File: config.mk
export PLATFORM = sky130hd
export DESIGN_NAME = mdio_master
export DESIGN_NICKNAME = d
export VERILOG_FILES = /design/src/rtl/mdio_pkg.sv /design/src/rtl/mdio_clkdiv.sv /design/src/rtl/mdio_seq.sv /design/src/rtl/mdio_master.sv
export SDC_FILE = /design/constraint.sdc
export NUM_CORES = 1
export LEC_CHECK = 0
export ABC_AREA = 1
export CAP_MARGIN = 20
export CORE_MARGIN = 2
export CORE_UTILIZATION = 42
export DETAILED_ROUTE_END_ITERATION = 8
export DONT_BUFFER_PORTS = 1
export GPL_ROUTABILITY_DRIVEN = 1
export PLACE_DENSITY_LB_ADDON = 0.05
export SLEW_MARGIN = 20
export SYNTH_ARGS = -nofsm -noshare
export SYNTH_HDL_FRONTEND = slang
export SYNTH_SLANG_ARGS = --single-unit
File: constraint.sdc
create_clock -name clk -period 1.7 [get_ports clk]
set_clock_uncertainty 0.2 [all_clocks]
set_input_delay 0.17 -clock clk [delete_from_list [all_inputs] [get_ports clk]]
set_output_delay 0.17 -clock clk [all_outputs]
set_load 0.02 [all_outputs]
File: src/rtl/mdio_pkg.sv
package mdio_pkg;
    localparam int FRAME_BITS = 64;
    localparam int PRE_LAST   = 31;
    localparam int ADDR_LAST  = 45;
    localparam int TURN_LAST  = 47;
    localparam int TURN_FIRST = 46;
    localparam int DATA_BITS  = 16;
    localparam int GO_BIT     = 20;
    localparam int CMD_BITS   = 14;
    localparam int CNT_W      = $clog2(FRAME_BITS);

    typedef enum logic [2:0] {
        ST_IDLE,
        ST_PRE,
        ST_ADDR,
        ST_TURN,
        ST_DATA
    } seq_state_t;

    localparam logic [1:0] OP_READ = 2'b10;
endpackage

File: src/rtl/mdio_clkdiv.sv
module mdio_clkdiv #(
    parameter int HALF = 2
) (
    input  logic clk,
    input  logic rst_n,
    input  logic en,
    output logic mdc,
    output logic rise_tick,
    output logic fall_tick
);
    localparam int CW = (HALF > 1) ? $clog2(HALF) : 1;

    logic [CW-1:0] cnt;
    logic          term;

    assign term = (cnt == CW'(HALF - 1));

    always_ff @(posedge clk) begin
        if (!rst_n || !en) begin
            cnt <= '0;
            mdc <= 1'b0;
        end else if (term) begin
            cnt <= '0;
            mdc <= ~mdc;
        end else begin
            cnt <= cnt + 1'b1;
        end
    end

    assign rise_tick = en && term && !mdc;
    assign fall_tick = en && term && mdc;
endmodule

File: src/rtl/mdio_seq.sv
module mdio_seq
    import mdio_pkg::*;
(
    input  logic                  clk,
    input  logic                  rst_n,
    input  logic                  launch,
    input  logic [FRAME_BITS-1:0] frame_in,
    input  logic                  is_read,
    input  logic                  rise_tick,
    input  logic                  fall_tick,
    input  logic                  mdio_i,
    output logic                  busy,
    output logic                  done,
    output logic                  mdio_o,
    output logic                  mdio_oe,
    output logic [DATA_BITS-1:0]  rx_data
);
    seq_state_t            state, nxt;
    logic [CNT_W-1:0]      bitcnt;
    logic [FRAME_BITS-1:0] shreg;
    logic                  rd_q;
    logic [CNT_W:0]        rise_cnt;

    always_comb begin
        nxt = state;
        unique case (state)
            ST_IDLE: nxt = ST_IDLE;
            ST_PRE:  nxt = (bitcnt == CNT_W'(PRE_LAST))  ? ST_ADDR : ST_PRE;
            ST_ADDR: nxt = (bitcnt == CNT_W'(ADDR_LAST)) ? ST_TURN : ST_ADDR;
            ST_TURN: nxt = (bitcnt == CNT_W'(TURN_LAST)) ? ST_DATA : ST_TURN;
            ST_DATA: nxt = (bitcnt == CNT_W'(FRAME_BITS - 1)) ? ST_IDLE : ST_DATA;
            default: nxt = ST_IDLE;
        endcase
    end

    always_ff @(posedge clk) begin
        if (!rst_n) begin
            state    <= ST_IDLE;
            bitcnt   <= '0;
            shreg    <= '1;
            rd_q     <= 1'b0;
            rx_data  <= '0;
            rise_cnt <= '0;
        end else if (launch && state == ST_IDLE) begin
            state    <= ST_PRE;
            bitcnt   <= '0;
            shreg    <= frame_in;
            rd_q     <= is_read;
            rise_cnt <= '0;
        end else begin
            if (fall_tick && state != ST_IDLE) begin
                state  <= nxt;
                bitcnt <= bitcnt + 1'b1;
                shreg  <= {shreg[FRAME_BITS-2:0], 1'b1};
            end
            if (rise_tick && state != ST_IDLE)
                rise_cnt <= rise_cnt + 1'b1;
            if (rise_tick && state == ST_DATA)
                rx_data <= {rx_data[DATA_BITS-2:0], mdio_i};
        end
    end

    assign busy = (state != ST_IDLE);
    assign done = fall_tick && (state == ST_DATA) && (bitcnt == CNT_W'(FRAME_BITS - 1));

    always_comb begin
        mdio_o  = 1'b1;
        mdio_oe = 1'b0;
        unique case (state)
            ST_IDLE: begin
                mdio_o  = 1'b1;
                mdio_oe = 1'b0;
            end
            ST_PRE, ST_ADDR: begin
                mdio_o  = shreg[FRAME_BITS-1];
                mdio_oe = 1'b1;
            end
            ST_TURN, ST_DATA: begin
                mdio_o  = rd_q ? 1'b1 : shreg[FRAME_BITS-1];
                mdio_oe = !rd_q;
            end
            default: begin
                mdio_o  = 1'b1;
                mdio_oe = 1'b0;
            end
        endcase
    end

    // a frame ends only after 64 MDC rising edges
    a_r2_sixty_four_rises: assert property (@(posedge clk) disable iff (!rst_n)
        $fell(busy) |-> (rise_cnt == (CNT_W+1)'(FRAME_BITS)));

    // read frames release the line from turnaround onwards
    a_r6_read_release: assert property (@(posedge clk) disable iff (!rst_n)
        (busy && rd_q && bitcnt >= CNT_W'(TURN_FIRST)) |-> !mdio_oe);

    // within a frame the line moves only on an MDC falling edge
    a_r9_change_on_fall: assert property (@(posedge clk) disable iff (!rst_n)
        (busy && $past(busy) && mdio_o != $past(mdio_o)) |-> $past(fall_tick));
endmodule

File: src/rtl/mdio_master.sv
module mdio_master
    import mdio_pkg::*;
#(
    parameter int MDC_HALF = 2
) (
    input  logic        clk,
    input  logic        rst_n,
    input  logic        wr_en,
    input  logic        wr_sel,
    input  logic [31:0] wr_data,
    input  logic        rd_sel,
    output logic [31:0] rd_data,
    output logic        mdc,
    output logic        mdio_o,
    output logic        mdio_oe,
    input  logic        mdio_i
);
    logic [CMD_BITS-1:0]   cmd_q;
    logic [DATA_BITS-1:0]  wdat_q;
    logic [DATA_BITS-1:0]  rdat_q;
    logic                  rd_frame_q;
    logic                  busy, done, launch, rise_tick, fall_tick, rd_op;
    logic [DATA_BITS-1:0]  rx_data;
    logic [FRAME_BITS-1:0] frame;

    assign launch = wr_en && !wr_sel && wr_data[GO_BIT] && !busy;
    assign rd_op  = (wr_data[11:10] == OP_READ);
    assign frame  = {{(FRAME_BITS-CMD_BITS-2-DATA_BITS){1'b1}},
                     wr_data[13:12], wr_data[11:10], wr_data[9:5], wr_data[4:0],
                     (rd_op ? 2'b11 : 2'b10), wdat_q};

    always_ff @(posedge clk) begin
        if (!rst_n) begin
            cmd_q      <= '0;
            wdat_q     <= '0;
            rdat_q     <= '0;
            rd_frame_q <= 1'b0;
        end else begin
            if (wr_en && !wr_sel && !busy)
                cmd_q <= wr_data[CMD_BITS-1:0];
            if (wr_en && wr_sel)
                wdat_q <= wr_data[DATA_BITS-1:0];
            if (launch)
                rd_frame_q <= rd_op;
            if (done && rd_frame_q)
                rdat_q <= rx_data;
        end
    end

    assign rd_data = rd_sel ? {rdat_q, wdat_q}
                            : {{(31-GO_BIT){1'b0}}, busy, {(GO_BIT-CMD_BITS){1'b0}}, cmd_q};

    mdio_clkdiv #(.HALF(MDC_HALF)) u_div (
        .clk       (clk),
        .rst_n     (rst_n),
        .en        (busy),
        .mdc       (mdc),
        .rise_tick (rise_tick),
        .fall_tick (fall_tick)
    );

    mdio_seq u_seq (
        .clk       (clk),
        .rst_n     (rst_n),
        .launch    (launch),
        .frame_in  (frame),
        .is_read   (rd_op),
        .rise_tick (rise_tick),
        .fall_tick (fall_tick),
        .mdio_i    (mdio_i),
        .busy      (busy),
        .done      (done),
        .mdio_o    (mdio_o),
        .mdio_oe   (mdio_oe),
        .rx_data   (rx_data)
    );

    // command fields frozen while a frame runs
    a_r8_cmd_locked: assert property (@(posedge clk) disable iff (!rst_n)
        (busy && wr_en && !wr_sel) |=> $stable(cmd_q));

    // read field moves only at frame completion
    a_r7_rdata_hold: assert property (@(posedge clk) disable iff (!rst_n)
        !done |=> $stable(rdat_q));

    // MDC rests low whenever no frame is running
    a_r2_idle_mdc_low: assert property (@(posedge clk) disable iff (!rst_n)
        !busy |-> !mdc);

    // the busy flag drops only on the completing edge
    a_r3_busy_clear: assert property (@(posedge clk) disable iff (!rst_n)
        $fell(busy) |-> $past(done));
endmodule

==> impl.org <==
** Run status
- The run finished, with violations left.
- The final reports fail on setup timing.

** Setup path
- In this run the worst path has a maximum fanout of 5.
- The worst register-to-register path has a setup slack of 0.07 ns.
- The worst setup path is captured at an output pin.
- Launching element type of the critical path :: flop
- Data on the critical path is required at its endpoint by 1.33 ns.
- At the worst endpoint, the arrival time is 1.52 ns.
- The setup path with the least slack is of type flop to output pin.

** Timing
- Timing would allow up to 0.530 GHz.
- At the pin with the least slew margin, the transition time is 0.384 ns.
- In the post-route analysis, the smallest setup slack over all paths is -0.186 ns.
- Total count of hold-check failures in the final report :: 0
- Setup total negative slack on the finished layout was measured at -0.450 ns.
- Setup violations remaining at the end of the flow were counted as 3.
- The worst pin sits at a relative slew slack of 74.3%.
- In the finished design, the share of the clock period the worst path needs comes to 111%.
- Min cycle time layout :: 1.89 ns
- RSZ-0062 raised after global routing :: yes
- Max Transition Viols Final :: 0

** Clock tree
- Clock-pin transition on the worst setup and hold timing paths :: 0.06 ns
- Clock latency on the worst-skew pair, taken at its later pin, is 0.42 ns.
- The H-tree was split into 4 levels.
- Clock sink count :: 139
- Num CTS Buffers :: 17
- TritonCTS built the clock tree.
- The clock passes through at most 2 buffers.
- Cell chosen for the clock root :: sky130_fd_sc_hd__clkbuf_16

** Drt
- Routed length per placed instance :: 13.3 um
- For this run, design rule violations remaining after detail routing come to 0.
- The first routing iteration left 316 violations.
- Average via count per standard cell :: 4.95
- Detailed routing inserted a total of 5,065 vias.
- Number of nets still failing antenna checks after routing :: 0
- Total wire length after detailed routing :: 13,700 um
- 1st-pass router iterations :: 5

** Layout
- At the end of the flow, the number of nets in the layout was 874.
- After filler insertion, the fill cell instance count of the layout stands at 1,261.
- Register area :: 2790 um^2
- The library cell used most frequently in the layout, excluding fill and tap cells, is sky130_fd_sc_hd__nand2_1.
- In the final layout, the multi-input gates occupy 2510 um^2.
- Once layout is done, the placed cells without fillers occupy 7280 um^2.
- From synthesis to final layout, the design area changed by 29.1%.
- Top library cells by usage in the layout, fill and taps aside :: sky130_fd_sc_hd__nand2_1, sky130_fd_sc_hd__dfxtp_1, sky130_fd_sc_hd__nor2_1
- Share of final-layout standard cells stronger than drive strength 1 :: 16.8%

** GRT
- Entering global routing, the biggest net connects 69 pins.
- Wire length of the first global-routing pass :: 22,200 um
- Global routing usage summed across all routing layers :: 19.4%
- The number of global-route vias before repair is 4,652.
- Antenna violations before repair :: 1
- Gr ovfl total :: 0

** Synth
- In this run, distinct cell masters in the synthesized netlist total 31.
- During synthesis, Yosys emitted a total of 0 warnings.
- Cell area after synthesis :: 5640 um^2
- Syn Nets :: 809
- Number of flip-flops and latches in the synthesized netlist :: 139
- Mean instance size in the synthesized netlist :: 7.33 um^2
- Cells after Synth :: 769
- Of the synthesized area, sequential elements account for 49.4%.

** Power and ir drop
- The analysis attributes to cell leakage a power of 3.34 nW.
- PnR Total Power :: 7.53 mW
- Maximum vdd drop :: 0.693 mV
- Areal power density over the cells :: 1030 nW/um^2

** Placement
- Prior to clock tree synthesis, the placed netlist has a worst setup slack of -0.0975 ns.
- Number of port buffers :: 0
- Detailed placement ended at an HPWL of 8200 um.
- In this run the cell area measured after placement is 6020 um^2.
- The congestion estimate from routability-driven global placement came to 0.792.

** Die
- Core region area :: 13,200 um^2
- FP Rows :: 42
- From left edge to right edge, the die measures 120 um.
- Initial cell density of the core :: 42.7%
- For this design the top-level I/O count stands at 73.
- The floorplan step defined a die boundary enclosing 14,400 um^2.
- In this run the vertical extent of the chip is 120 um.

** Flow run
- Max-cap viol count :: 0

** Min path
- Kind of path behind the tightest hold check :: primary input to flop
## flip-flops by register name (all words and copies together), names as in the netlist
signal	cells
u_div.mdc	1
u_div.cnt	1
u_seq.state	3
cmd_q	14
u_seq.rx_data	16
rd_frame_q	1
rdat_q	16
u_seq.bitcnt	6
u_seq.rd_q	1
wdat_q	16
u_seq.shreg	64
## synthesized netlist by cell type
library cell	count	area share [%]
sky130_fd_sc_hd__nand4_1	3	0.33
sky130_fd_sc_hd__o22ai_1	2	0.22
sky130_fd_sc_hd__nand3_1	65	5.8
sky130_fd_sc_hd__o21ai_0	82	7.3
sky130_fd_sc_hd__nor3_2	1	0.18
sky130_fd_sc_hd__nor2_4	3	0.60
sky130_fd_sc_hd__a211oi_1	1	0.13
sky130_fd_sc_hd__nor3_4	1	0.29
sky130_fd_sc_hd__a31oi_1	1	0.11
sky130_fd_sc_hd__ha_1	2	0.44
sky130_fd_sc_hd__clkinv_1	1	0.067
sky130_fd_sc_hd__buf_2	12	1.1
sky130_fd_sc_hd__buf_6	3	0.60
sky130_fd_sc_hd__nand2_1	180	12
sky130_fd_sc_hd__o211ai_1	5	0.67
sky130_fd_sc_hd__inv_1	51	3.4
sky130_fd_sc_hd__buf_4	7	0.93
sky130_fd_sc_hd__a211o_1	1	0.16
sky130_fd_sc_hd__clkbuf_1	20	1.3
sky130_fd_sc_hd__nor3_1	2	0.18
sky130_fd_sc_hd__clkbuf_2	1	0.089
sky130_fd_sc_hd__nand2_2	13	1.4
sky130_fd_sc_hd__inv_2	6	0.40
sky130_fd_sc_hd__nor2_1	109	7.3
sky130_fd_sc_hd__buf_8	1	0.27
sky130_fd_sc_hd__or2_2	1	0.11
sky130_fd_sc_hd__dfxtp_1	139	49
sky130_fd_sc_hd__clkinv_2	1	0.089
sky130_fd_sc_hd__a21oi_1	51	4.5
sky130_fd_sc_hd__xor2_1	2	0.31
sky130_fd_sc_hd__nand2_4	2	0.40
## worst max-delay path: stages (launching register included)
cell and delay [ns]:
sky130_fd_sc_hd__dfxtp_2 0.33, sky130_fd_sc_hd__buf_6 0.14, sky130_fd_sc_hd__nor2_4 0.13, sky130_fd_sc_hd__nand2_4 0.08, sky130_fd_sc_hd__nand2_4 0.07, sky130_fd_sc_hd__nor2_4 0.05
sky130_fd_sc_hd__a31oi_4 0.16, sky130_fd_sc_hd__buf_6 0.14
## logic make-up (layout without fill, tap and decap cells)
family	count (synthesis)	after routing	share of synthesized area [%]
buffers and inverters	103	180	8.23
adders and majority gates	2	2	0.444
xor gates and xnor gates	2	2	0.311
and+or+nand+nor	380	381	28.5
DFF	139	139	49.4
other	0	1	0
AOI/OAI and AO/OA	143	143	13.1
## path summary, 6_finish.rpt
path,from,to,depth (start not counted)
worst max-delay path,u_seq.state[0],mdio_oe,7
worst max register to register,u_seq.state[1],u_seq.shreg[19],9
worst min register to register,cmd_q[10],cmd_q[10],2
worst min-delay path,wr_sel,cmd_q[2],3
## per-layer routing
layer | wire length [um] | vias to the layer above | GRT usage, % | part of all wire [%]
met5 | 0 | - | 0 | 0
met4 | 182 | 0 | 5.88 | 1.3
met3 | 681 | 15 | 6.27 | 5.0
met2 | 6320 | 110 | 31.3 | 46
met1 | 6480 | 2333 | 24.7 | 47
li1 | - | 2607 | - | -
## metrics by stage
| step | util [%] | instances | hold WS (ns) |
|---|---|---|---|
| floorplan | - | 769 | 0.0973 |
| global placement | 45.6 | 951 | 0.0548 |
| detailed placement | 45.6 | 951 | 0.0682 |
| CTS | 52.7 | 1009 | 0.0351 |
| global route | 55.2 | 1024 | 0.0635 |
| finish | 55.2 | 1024 | 0.0414 |
## power by group
part	switching, mW	internal, mW
sequential	0.0510	3.35
combinational	0.306	0.226
clock	1.32	2.27
## layout make-up
type	count	area share (%)
clock buffers	26	6.72
clock inverters	6	1.19
inverters	59	3.23
diodes	1	0.0344
flip-flops and latches	139	38.3
repair buffers	89	13.0
well taps	176	3.03
multi-input cells	528	34.6
## timing repair
item	4_1_cts	5_1_grt
hold endpoints to repair	138	0
hold buffers	22	0
pin swaps	6	4
resized for setup	28	28
setup buffers	3	10
endpoints found under the setup margin	32	86
gates cloned	1	4
Power figures use the tool's default switching activity.
